<file path="config.mk">
export PLATFORM = sky130hd
export DESIGN_NAME = dsss_codec
export DESIGN_NICKNAME = d
export VERILOG_FILES = /design/src/rtl/dsss_pkg.sv /design/src/rtl/dsss_pn_gen.sv /design/src/rtl/dsss_spreader.sv /design/src/rtl/dsss_despreader.sv /design/src/rtl/dsss_codec.sv
export SDC_FILE = /design/constraint.sdc
export NUM_CORES = 1
export LEC_CHECK = 0
export ABC_AREA = 1
export ABC_CLOCK_PERIOD_IN_PS = 2150
export CAP_MARGIN = 20
export CELL_PAD_IN_SITES_DETAIL_PLACEMENT = 0
export CELL_PAD_IN_SITES_GLOBAL_PLACEMENT = 2
export CORE_AREA = 4 4 81 83
export CTS_CLUSTER_SIZE = 8
export DETAILED_ROUTE_END_ITERATION = 12
export DIE_AREA = 0 0 85 87
export GPL_TIMING_DRIVEN = 0
export PLACE_DENSITY = 0.76
export SETUP_SLACK_MARGIN = 0.05
export SYNTH_ARGS = -nofsm -noshare
export SYNTH_HDL_FRONTEND = slang
export SYNTH_SLANG_ARGS = --single-unit
</file>
<file path="constraint.sdc">
create_clock -name clk -period 2.15 [get_ports clk]
set_input_delay 0.43 -clock clk [delete_from_list [all_inputs] [get_ports clk]]
set_output_delay 0.43 -clock clk [all_outputs]
set_load 0.05 [all_outputs]
</file>
<file path="src/rtl/dsss_pkg.sv">
package dsss_pkg;
   typedef enum logic {PAT_FIRST = 1'b0, PAT_SECOND = 1'b1} pat_sel_e;

   function automatic int cnt_w(input int n);
      return (n > 1) ? $clog2(n) : 1;
   endfunction
endpackage

</file>
<file path="src/rtl/dsss_pn_gen.sv">
module dsss_pn_gen #(
   parameter int          W    = 5,
   parameter logic [W-1:0] TAPS = 5'b10100,
   parameter logic [W-1:0] SEED = 5'b10011
) (
   input  logic clk,
   input  logic rst_n,
   input  logic step,
   output logic chip
);
   logic [W-1:0] state_q;
   logic         fb;

   initial begin
      assert (SEED != '0) else $error("PN seed must be nonzero");
      assert (TAPS[W-1]) else $error("PN taps must include the top stage");
      assert (W >= 2) else $error("PN register needs two stages");
   end

   assign fb   = ^(state_q & TAPS);
   assign chip = state_q[W-1];

   always_ff @(posedge clk) begin
      if (!rst_n)                state_q <= SEED;
      else if (state_q == '0)    state_q <= SEED;
      else if (step)             state_q <= {state_q[W-2:0], fb};
   end
endmodule

</file>
<file path="src/rtl/dsss_spreader.sv">
module dsss_spreader #(
   parameter int                N       = 31,
   parameter int                PAT_LEN = 5,
   parameter logic [PAT_LEN-1:0] PAT_A  = 5'b10000,
   parameter logic [PAT_LEN-1:0] PAT_B  = 5'b10100
) (
   input  logic clk,
   input  logic rst_n,
   input  logic chip_en,
   input  logic pat_sel,
   input  logic pn,
   output logic tx_chip
);
   import dsss_pkg::*;
   localparam int CW = cnt_w(N);
   localparam int PW = cnt_w(PAT_LEN);

   logic [PW-1:0]      pos_q;
   logic               bit_end;
   logic [PAT_LEN-1:0] pat_now;
   logic               data_bit;

   generate
      if (N > 1) begin : g_multi
         logic [CW-1:0] cnt_q;
         always_ff @(posedge clk) begin
            if (!rst_n)                              cnt_q <= '0;
            else if (chip_en && cnt_q == CW'(N - 1)) cnt_q <= '0;
            else if (chip_en)                        cnt_q <= cnt_q + 1'b1;
         end
         assign bit_end = chip_en && (cnt_q == CW'(N - 1));
      end else begin : g_single
         assign bit_end = chip_en;
      end
   endgenerate

   always_ff @(posedge clk) begin
      if (!rst_n)                                   pos_q <= '0;
      else if (bit_end && pos_q == PW'(PAT_LEN - 1)) pos_q <= '0;
      else if (bit_end)                             pos_q <= pos_q + 1'b1;
   end

   assign pat_now  = (pat_sel == PAT_SECOND) ? PAT_B : PAT_A;
   assign data_bit = pat_now[PW'(PAT_LEN - 1) - pos_q];
   assign tx_chip  = data_bit ^ pn;
endmodule

</file>
<file path="src/rtl/dsss_despreader.sv">
module dsss_despreader #(
   parameter int N     = 31,
   parameter int OFF_W = 5
) (
   input  logic             clk,
   input  logic             rst_n,
   input  logic             chip_en,
   input  logic             rx_chip,
   input  logic             pn,
   input  logic [OFF_W-1:0] offset,
   output logic             step,
   output logic             bit_out,
   output logic             valid
);
   import dsss_pkg::*;
   localparam int CW = cnt_w(N);
   localparam int AW = $clog2(N + 1);
   localparam logic [AW-1:0] TH = AW'((N + 1) / 2);

   logic [OFF_W-1:0] skip_q;
   logic             active;
   logic [CW-1:0]    cnt_q;
   logic [AW-1:0]    acc_q;
   logic [AW-1:0]    sum;
   logic             last;

   initial assert (N % 2 == 1) else $error("chips per bit must be odd");

   assign active = (skip_q >= offset);
   assign step   = chip_en && active;
   assign sum    = acc_q + AW'(rx_chip ^ pn);
   assign last   = (N == 1) || (cnt_q == CW'(N - 1));

   always_ff @(posedge clk) begin
      if (!rst_n)                 skip_q <= '0;
      else if (chip_en && !active) skip_q <= skip_q + 1'b1;
   end

   always_ff @(posedge clk) begin
      if (!rst_n) begin
         cnt_q   <= '0;
         acc_q   <= '0;
         bit_out <= 1'b0;
         valid   <= 1'b0;
      end else begin
         valid <= 1'b0;
         if (step) begin
            if (last) begin
               bit_out <= (sum >= TH);
               valid   <= 1'b1;
               acc_q   <= '0;
               cnt_q   <= '0;
            end else begin
               acc_q <= sum;
               cnt_q <= cnt_q + 1'b1;
            end
         end
      end
   end
endmodule

</file>
<file path="src/rtl/dsss_codec.sv">
module dsss_codec #(
   parameter int                  LFSR_W  = 5,
   parameter logic [LFSR_W-1:0]   TAPS    = 5'b10100,
   parameter logic [LFSR_W-1:0]   SEED    = 5'b10011,
   parameter int                  N       = 31,
   parameter int                  PAT_LEN = 5,
   parameter logic [PAT_LEN-1:0]  PAT_A   = 5'b10000,
   parameter logic [PAT_LEN-1:0]  PAT_B   = 5'b10100
) (
   input  logic              clk,
   input  logic              rst_n,
   input  logic              chip_en,
   input  logic              pat_sel,
   output logic              tx_chip,
   output logic              pn_chip,
   input  logic              rx_chip,
   input  logic [LFSR_W-1:0] rx_offset,
   output logic              rx_bit,
   output logic              rx_valid
);
   logic rx_pn;
   logic rx_step;

   dsss_pn_gen #(.W(LFSR_W), .TAPS(TAPS), .SEED(SEED)) tx_pn_i (
      .clk(clk), .rst_n(rst_n), .step(chip_en), .chip(pn_chip));

   dsss_spreader #(.N(N), .PAT_LEN(PAT_LEN), .PAT_A(PAT_A), .PAT_B(PAT_B)) spread_i (
      .clk(clk), .rst_n(rst_n), .chip_en(chip_en), .pat_sel(pat_sel),
      .pn(pn_chip), .tx_chip(tx_chip));

   dsss_pn_gen #(.W(LFSR_W), .TAPS(TAPS), .SEED(SEED)) rx_pn_i (
      .clk(clk), .rst_n(rst_n), .step(rx_step), .chip(rx_pn));

   dsss_despreader #(.N(N), .OFF_W(LFSR_W)) despread_i (
      .clk(clk), .rst_n(rst_n), .chip_en(chip_en), .rx_chip(rx_chip),
      .pn(rx_pn), .offset(rx_offset), .step(rx_step),
      .bit_out(rx_bit), .valid(rx_valid));
endmodule

</file>
After elaboration in Yosys (flattened, before gate mapping):

Cells that the tools add are included.

* bits in read-only memories: 0
* latch bits: 0
* memories: 0
* bits in registers: 35
* RAM bits: 0
* bits of input ports: 10
* output and inout bits: 4

* eq/ne operators: 3
* shift-type cells: 0
* mux-type cells: 6
* reductions and logical operators: 15
* add/subtract/negate cells: 6
* bitwise logic cells: 3
* order comparisons: 3
* $mul: 0
* divide/modulo/power cells: 0

Operators with widths (number)
* $add 5x1->5 const B: 3
* $eq 5x5->1 const B: 2
* $logic_not 5->1: 2
* $mux 5: 2
* $reduce_xor 5->1: 2
* $reduce_or 2->1: 4
* $add 5x5->5: 1
* $ge 5x5->1: 1
* $ge 5x5->1 const B: 1
* $logic_and 1x1->1: 4
* $lt 3x4->1 const B: 1
* $reduce_and 2->1: 2
* $add 3x1->3 const B: 1
* $bmux 1 s3: 1
* $eq 3x3->1 const B: 1
* $mux 3: 1
* $sub 3x3->3 const A: 1
* $mux 1: 2
* $xor 1x1->1: 2
* $logic_not 1->1: 1
* $not 1->1: 1

Longest topological paths before layout:

* depth after elaboration: 4
* depth in mapped cells: 11
* mapped depth without buffers: 11

Cells and area by module:

A second synthesis with hierarchy kept.

* cells, all modules: 287
* area, all modules: 2030.7 µm²

By module, submodules not included
* dsss_despreader: area each 1066.0 µm², cells each 149, times used 1, seq. area each 340.3 µm²
* dsss_spreader: area each 519.2 µm², cells each 72, times used 1, seq. area each 160.2 µm²
* dsss_pn_gen: area each 222.7 µm², cells each 33, times used 2, seq. area each 100.1 µm²

Worst setup path after synthesis:

OpenSTA, ideal clock, no wires.

* path kind: register -> output
* from: reg spread_i.pos_q[0]
* to: out tx_chip
* path slack: -0.146 ns
* required time: 1.720 ns
* buffers on the path: 0
* stages on the path, launching flop included: 8
* data arrival time: 1.866 ns
* cells stage by stage: dfxtp_1 -> inv_1 -> ha_1 -> ha_1 -> inv_1 -> nor2_1 -> a21oi_1 -> xor2_1

* word-level cells in the longest chain between the ends: 4

RTL lines
* start, declared: line dsss_spreader.sv:18 `logic [PW-1:0] pos_q;`
* start signal, assigned: line dsss_spreader.sv:40 `else if (bit_end) pos_q <= pos_q + 1'b1;`
* $sub 3x3->3: line dsss_spreader.sv:44 `assign data_bit = pat_now[PW'(PAT_LEN - 1) - pos_q];`
* $bmux 1 s3: line dsss_spreader.sv:44
* $mux 1 (implied by the code): line dsss_spreader.sv:44
* $xor 1x1->1: line dsss_spreader.sv:45 `assign tx_chip = data_bit ^ pn;`
* end, declared: line dsss_codec.sv:14 `output logic tx_chip,`

No other way between the ends. The select of a mux whose other input is x is not followed.

Final worst setup path:

Same ends and word-level chain as after synthesis.

==> out/results.tsv <==
metric	value	unit
cts_buffers	5	
clk_pin_slew	0.07	ns
worst-path-max-fanout	3	
synth.mux.area_fraction	0	
fillCellCount	605	
grt_pass1_wl	7.07	mm
power_density	573	mW/mm^2
netlist_area	0.00194	sq mm
seqPwrFrac	0.507	
dieArea	0.00740	sq mm
ios	14	
stdcell_area	0.00235	sq mm
final_hold_viol_count	0	
syn_area_per_cell	7.53	sq um
dpl_cell_area	0.00216	sq mm
end_kind	primary output	
nets	307	
worstSetupPathType	reg2out	
p_int	1020	uW
swShare	0.245	
vias	1610	
num_antenna_cells	0	
fin_crit	2.06	ns
clkLatencyLatePin	0.28	ns
core	0.00585	sq mm
grt_antenna_before_repair	0	
htreeDepth	2	
die_x	85	um
yosysTopAreaCell	dfxtp_1	
yosysUniqueCellTypes	30	
grt_setup_unrepaired	yes	
grt_pass1_vias	1542	
crit_path_start_kind	flip-flop	
num_rows	28	
grt_max_degree	11	
cap_violations	0	
globalplace.congestion	0.724	
max_freq	0.486	GHz
start_util	0.332	
io_buffer_count	12	
synth_top_family_by_area	simple AND/OR/NAND/NOR gates	
finalClockSkew	0.00702	ns
clockBufferDepth	2	
tightest_slew	0.565	ns
setup_viol	0	
setup_slack	0.0939	ns
grt_usage	0.119	
max_slew_margin	0.623	
p_switching	330	uW
die_h	87	um
postRouteWirelength	4.00	mm
crit_required	1.72	ns
syn_inst	258	
yosys.area_share.simple	0.309	
synth_top_cells_by_area	dfxtp_1 (36%), nand2_1 (13%), ha_1 (10%)	
cp_slowest_cell	dfxtp_2	
synth_fa_ha_area_frac	0.103	
drc	0	
holdCritPathClass	reg2reg	
status	completed	
drive_gt1_frac	0.181	
timing.final.crit_share	0.956	
dp_hpwl	2.92	mm
yosysSeqAreaShare	0.361	
ctsHoldBuffers	0	
path_buf_inv	3	
critPathMaxStageDelay	0.34	ns
ir_drop	0.282	mV
cts-root-buf	clkbuf_8	
leakagePower	0.00102	uW
cts_tree	done	
hold_ws	0.475	ns
synth-xor-area-share	0.0496	
routedWlPerCell	11.2	um
first_pass_iters	4	
crit_arrival	1.63	ns
ys_ff_latch	35	
gr-total-overflow	0	
synth_fp_nets	284	
ant_nets	0	
p_comb_frac	0.106	
pre_cts_ws	-0.445	ns
clock-sinks	35	
area_growth	21.1	%
synthDominantCellAreaShare	0.361	
synth_compound_area_frac	0.0960	
p_clk_frac	0.387	
cp_top_family	adder cells	
fin_setup_tns	0	ns
drt-initial-drc-count	53	
yosysWarnings	0	
slew_viol_final	0	
path_cells	inv_2 > ha_4 > ha_4 > inv_2 > nor2_1 > a21oi_2 > xor2_2 > buf_6	
vias_per_cell	4.51	
## worst reg2reg max path: cells and delay by family, from the launching register on
kind / cells / cell delay, ns
compound gates: 1 / 0.11
fa+ha+maj: 1 / 0.27
buf+inv: 3 / 0.29
flops: 1 / 0.38
simple gates: 6 / 0.54
## registers in the layout, summed over array words and instances, names as in the netlist
register                flops
despread_i.skip_q           5
despread_i.valid            1
rx_pn_i.state_q             5
tx_pn_i.state_q             5
spread_i.pos_q              3
despread_i.bit_out          1
despread_i.acc_q            5
despread_i.cnt_q            5
spread_i.g_multi.cnt_q      5
## per-stage QoR
step                std cells  utilization  power, uW
floorplan                 258            -        789
global placement          345        0.370        837
detailed placement        345        0.370        837
CTS                       355        0.393       1360
global route              357        0.402       1430
finish                    357        0.402       1350
## logic make-up after synthesis
family,count (synthesis)
compound gates,30
buf+inv,37
flops,35
fa+ha+maj,16
xor+xnor,11
simple gates,129
## power by group through the flow
stage | clock network, uW | logic [uW] | registers [uW]
final | 521 | 142 | 683
after floorplan | 0 | 89.9 | 699
after CTS | 540 | 141 | 683
after detailed placement | 0 | 139 | 698
after global placement | 0 | 139 | 698
after global routing | 577 | 164 | 685
## final cells by class
class	count	area, sq um	area share
Sequential cell	35	703	0.299
Timing Repair Buffer	16	151	0.0644
Inverter	31	116	0.0495
Clock buffer	8	100	0.0426
Multi-Input combinational cell	186	1140	0.486
Tap cell	75	93.8	0.0399
Buffer	6	42.5	0.0181
## worst paths after layout
check	startpoint	to	slack, ns	cells after the start
worst max-delay path	spread_i.pos_q[0]$_SDFFE_PP0P_	tx_chip	0.09	8
worst min-delay path	despread_i.bit_out$_SDFFE_PN0P_	despread_i.bit_out$_SDFFE_PN0P_	0.48	2
worst max register to register	despread_i.skip_q[0]$_SDFFE_PN0P_	despread_i.cnt_q[4]$_SDFFE_PN0P_	0.51	11
worst min register to register	despread_i.bit_out$_SDFFE_PN0P_	despread_i.bit_out$_SDFFE_PN0P_	0.48	2
## metal layers
layer / vias up / global-route usage / share of wire
met5: - / 0 / 0
met1: 717 / 0.158 / 0.50
met3: 2 / 0.0341 / 0.041
met4: 0 / 0.0388 / 0.0083
met2: 21 / 0.186 / 0.45
li1: 870 / - / -
## what timing repair did
action                                  in CTS  in global routing
resized for setup                           15                  4
hold endpoints to repair                     0                  0
gates cloned                                 0                  0
setup buffers                                2                  2
pin swaps                                    2                  1
endpoints found under the setup margin       1                 12
## placed cells by master, fill, tap and decap left out, types with 2 or more instances in the layout
cell type	netlist	routed
nand2_2	8	8
nor2_1	15	15
inv_1	29	26
inv_2	2	5
ha_4	0	3
nand3b_1	4	4
clkbuf_1	1	2
buf_6	2	3
nor3_1	2	2
dfxtp_2	0	2
a21oi_2	7	8
buf_4	1	5
o21ai_0	2	2
xor2_1	8	7
nand3_1	23	22
ha_1	16	13
dfxtp_1	35	33
nand2_1	65	65
nand4_1	5	5
nor2_4	2	2
xnor2_1	3	3
a21oi_1	18	17
clkdlybuf4s50_1	0	11
clkbuf_8	0	7
## Yosys cell counts
cell type / instances
nand2_1: 65
dfxtp_1: 35
inv_1: 29
nand3_1: 23
a21oi_1: 18
ha_1: 16
nor2_1: 15
nand2_2: 8
xor2_1: 8
a21oi_2: 7
nand4_1: 5
nand3b_1: 4
xnor2_1: 3
buf_6: 2
inv_2: 2
nor2_4: 2
nor3_1: 2
o21ai_0: 2
a21o_1: 1
buf_1: 1
buf_2: 1
buf_4: 1
clkbuf_1: 1
nand2_4: 1
nand3_2: 1
nor2_2: 1
o21ai_1: 1
o31ai_2: 1
or2_0: 1
or2_2: 1
(Power assumes the default switching activity.)
